File: config.mk
export PLATFORM = sky130hd
export DESIGN_NAME = gf_glitch_filter
export DESIGN_NICKNAME = d
export VERILOG_FILES = /design/src/rtl/gf_pkg.sv /design/src/rtl/gf_next_logic.sv /design/src/rtl/gf_state_reg.sv /design/src/rtl/gf_glitch_filter.sv
export SDC_FILE = /design/constraint.sdc
export NUM_CORES = 1
export LEC_CHECK = 0
export BUFFER_PORTS_ARGS = -buffer_cell sky130_fd_sc_hd__buf_2
export CAP_MARGIN = 20
export CORE_AREA = 2 2 39 41
export CTS_CLUSTER_SIZE = 40
export DETAILED_ROUTE_END_ITERATION = 10
export DIE_AREA = 0 0 41 43
export PLACE_DENSITY = 0.32
export SETUP_SLACK_MARGIN = 0.15
export SLEW_MARGIN = 20
export SYNTH_ARGS = -nofsm -noshare
export SYNTH_HDL_FRONTEND = slang
export SYNTH_SLANG_ARGS = --single-unit
export TNS_END_PERCENT = 100
File: constraint.sdc
create_clock -name clk -period 1.7 [get_ports clk]
set_clock_uncertainty 0.15 [all_clocks]
set_input_delay 0.17 -clock clk [delete_from_list [all_inputs] [get_ports clk]]
set_output_delay 0.17 -clock clk [all_outputs]
set_load 0.02 [all_outputs]
File: src/rtl/gf_pkg.sv
package gf_pkg;

    // Bit 1 of the encoding is the output level; bit 0 marks a pending change.
    typedef enum logic [1:0] {
        GF_LOW       = 2'b00,
        GF_LOW_ARMED = 2'b01,
        GF_HIGH      = 2'b10,
        GF_HIGH_ARMED= 2'b11
    } gf_state_e;

    localparam gf_state_e GF_RESET_STATE = GF_LOW;

    function automatic logic gf_level(input gf_state_e s);
        return s[1];
    endfunction

    function automatic gf_state_e gf_step(input gf_state_e s, input logic d);
        gf_state_e n;
        unique case (s)
            GF_LOW:        n = d ? GF_LOW_ARMED : GF_LOW;
            GF_LOW_ARMED:  n = d ? GF_HIGH      : GF_LOW;
            GF_HIGH:       n = d ? GF_HIGH      : GF_HIGH_ARMED;
            GF_HIGH_ARMED: n = d ? GF_HIGH      : GF_LOW;
            default:       n = GF_RESET_STATE;
        endcase
        return n;
    endfunction

endpackage

File: src/rtl/gf_next_logic.sv
module gf_next_logic
    import gf_pkg::*;
(
    input  gf_state_e cur_state,
    input  logic      sample_en,
    input  logic      din,
    output gf_state_e nxt_state
);

    always_comb begin
        if (sample_en) begin
            nxt_state = gf_step(cur_state, din);
        end else begin
            nxt_state = cur_state;
        end
    end

endmodule

File: src/rtl/gf_state_reg.sv
module gf_state_reg
    import gf_pkg::*;
(
    input  logic      clk,
    input  logic      rst,
    input  gf_state_e nxt_state,
    output gf_state_e cur_state
);

    always_ff @(posedge clk) begin
        if (rst) begin
            cur_state <= GF_RESET_STATE;
        end else begin
            cur_state <= nxt_state;
        end
    end

endmodule

File: src/rtl/gf_glitch_filter.sv
module gf_glitch_filter
    import gf_pkg::*;
(
    input  logic clk,
    input  logic rst,
    input  logic sample_en,
    input  logic din,
    output logic dout
);

    gf_state_e state_q;
    gf_state_e state_d;

    gf_next_logic u_next (
        .cur_state (state_q),
        .sample_en (sample_en),
        .din       (din),
        .nxt_state (state_d)
    );

    gf_state_reg u_reg (
        .clk       (clk),
        .rst       (rst),
        .nxt_state (state_d),
        .cur_state (state_q)
    );

    assign dout = gf_level(state_q);

endmodule

==> impl_metrics.json <==
{
  "layout-drive-gt1-share": 0.4706,
  "die_x_um": 41,
  "clockRootBuffer": "clkbuf_4",
  "post_dp_cell_area_sq_um": 130.1,
  "layout_min_cycle_time_ns": 1.309,
  "cts_buffers": 3,
  "layout_common_cells": "buf_2 (4), clkbuf_4 (3), dfxtp_1 (2)",
  "commonest_non_fill_non_tap_cell_in_the_layout": "buf_2",
  "syn2layout_area_growth_pct": 80.56,
  "rsz0062_at_grt": "no",
  "grt_remaining_overflow": 0,
  "cts_buffer_depth": 2,
  "max_freq_mhz": 764.0,
  "synth.ff_latch_count": 2,
  "worst_min_delay_path_class": "input pin to flip-flop",
  "totalNegativeSetupSlack_ns": 0,
  "average_via_count_per_standard_cell": 3.091,
  "cp-start-kind": "input pin",
  "post_synth_main_area_contributors": "dfxtp_1 (44%), a21bo_2 (11%), or3b_1 (9.7%)",
  "final_design_area_no_fill_sq_um": 162.7,
  "design.portCount": 5,
  "cts_tree": "done",
  "place_congestion": 0.4436,
  "worst_pin_slew_ns": 0.1312,
  "antenna_found_initial": 0,
  "cp_data_required_time_ns": 1.70,
  "clock_latency_on_the_worst_skew_pair_ns": 0.22,
  "status": "finished, final reports clean",
  "final_antenna_net_count": 0,
  "syn-num-nets": 13,
  "die_h_um": 43,
  "routed-via-count": 102,
  "port-buffer-count": 4,
  "final_net_count": 23,
  "power.ir.vdd_worst_v": 0.00009051,
  "mappedNetlistArea_sq_um": 90.09,
  "crit_type": "input pin to flip-flop",
  "max-slew-margin-rel": 0.9119,
  "fillerInstances": 160,
  "cts.repair_timing.setup_buffer_count": 0,
  "timing_hold_violations_final": 0,
  "drt_pre_antenna_iters": 1,
  "yosys_warnings": 0,
  "power.density_mw_per_mm2": 1055,
  "grt_pass1_wl_um": 469,
  "h-tree-depth": 1,
  "setup-violations-final": 0,
  "synthDominantAreaCellType": "dfxtp_1",
  "yosys.cell_types.count": 8,
  "grt_pass1_vias": 131,
  "dieArea_sq_mm": 0.001763,
  "first_iter_violations": 0,
  "maximum_number_of_pins_on_one_net_before_global_route_repair": 5,
  "synth.avg_cell_area_sq_um": 10.01,
  "clkTransAtPathRegs_ns": 0.03,
  "grt_usage": 0.05105,
  "floorplan.rows": 14,
  "seq_area_frac_synth": 0.4444,
  "critPathArrivalTime_ns": 1.31,
  "initial_core_util": 0.06510,
  "clock_sinks": 2,
  "post-route-period-util": 0.7699,
  "post_synth_inst_count": 9,
  "route.detailed.drc": 0,
  "critical_path.max_fanout": 3,
  "synth_top_area_share": 0.4444,
  "routed_length_per_placed_instance_um": 8.667,
  "crit_path_end_kind": "flip-flop",
  "max_cap_violations": 0,
  "antenna_diode_count": 0,
  "detail_route.wirelength_um": 286,
  "power.static_leakage_nw": 0.06466,
  "slew_violations": 0,
  "core_area_sq_mm": 0.001384
}
## per-stage QoR
stage	power [mW]	instances	util	hold WS [ns]	worst slack, ns
floorplan	0.05847	9	-	0.08907	0.6819
global placement	0.06415	29	0.09403	0.2086	0.7087
detailed placement	0.06565	29	0.09403	0.2136	0.6597
CTS	0.1797	33	0.1175	0.08002	0.4038
global route	0.1852	33	0.1175	0.1098	0.3437
finish	0.1716	33	0.1175	0.08481	0.3912
## kinds of logic after synthesis
group           count (synthesis)  synth area share
compound gates                  3            0.2361
xor+xnor                        1           0.09724
flops                           2            0.4445
simple gates                    3            0.2222
## path summary, 6_finish.rpt
| check | startpoint | to | slack (ns) | cells past startpoint |
|---|---|---|---|---|
| max | rst | u_reg.cur_state[0] | 0.39 | 4 |
| min | din | flip-flop | 0.08 | 3 |
| max reg2reg | u_reg.cur_state[0] | u_reg.cur_state[0] | 0.66 | 2 |
| min reg2reg | u_reg.cur_state[0] | u_reg.cur_state[0] | 0.37 | 2 |
## Yosys cell counts, drive strengths merged
library cell and number:
dfxtp 2, o22ai 1, nand2b 1, xnor2 1
a21bo 1, or3b 1, a21oi 1, nand3 1
## routing by layer
layer / vias to the layer above / global-route usage / part of all wire
li1: 49 / - / -
met1: 48 / 0.02866 / 0.32
met2: 5 / 0.06563 / 0.53
met3: 0 / 0.06283 / 0.14
met4: 0 / 0.06000 / 0
met5: - / 0 / 0
## critical path: stages
cell and delay, ns:
dlygate4sd3_1 0.54, buf_2 0.13, or3b_1 0.35, o22ai_1 0.11
## where the power goes
part | internal (mW) | switching, mW
clock | 0.0779 | 0.0267
sequential | 0.0496 | 0.00211
combinational | 0.00881 | 0.00642
## repair_timing
item / 4_1_cts / 5_1_grt
hold buffers: 1 / 0
resized for setup: 0 / 0
endpoints found under the hold margin: 1 / 0
## area by class of cell
class	count	area (sq um)	area share
sequential	2	40.04	0.2462
clock buffer	3	22.52	0.1385
multi-input combinational	7	50.05	0.3077
timing repair buffer	5	30.03	0.1846
tap	16	20.02	0.1231
No activity file was read; power rests on OpenSTA's default activity.
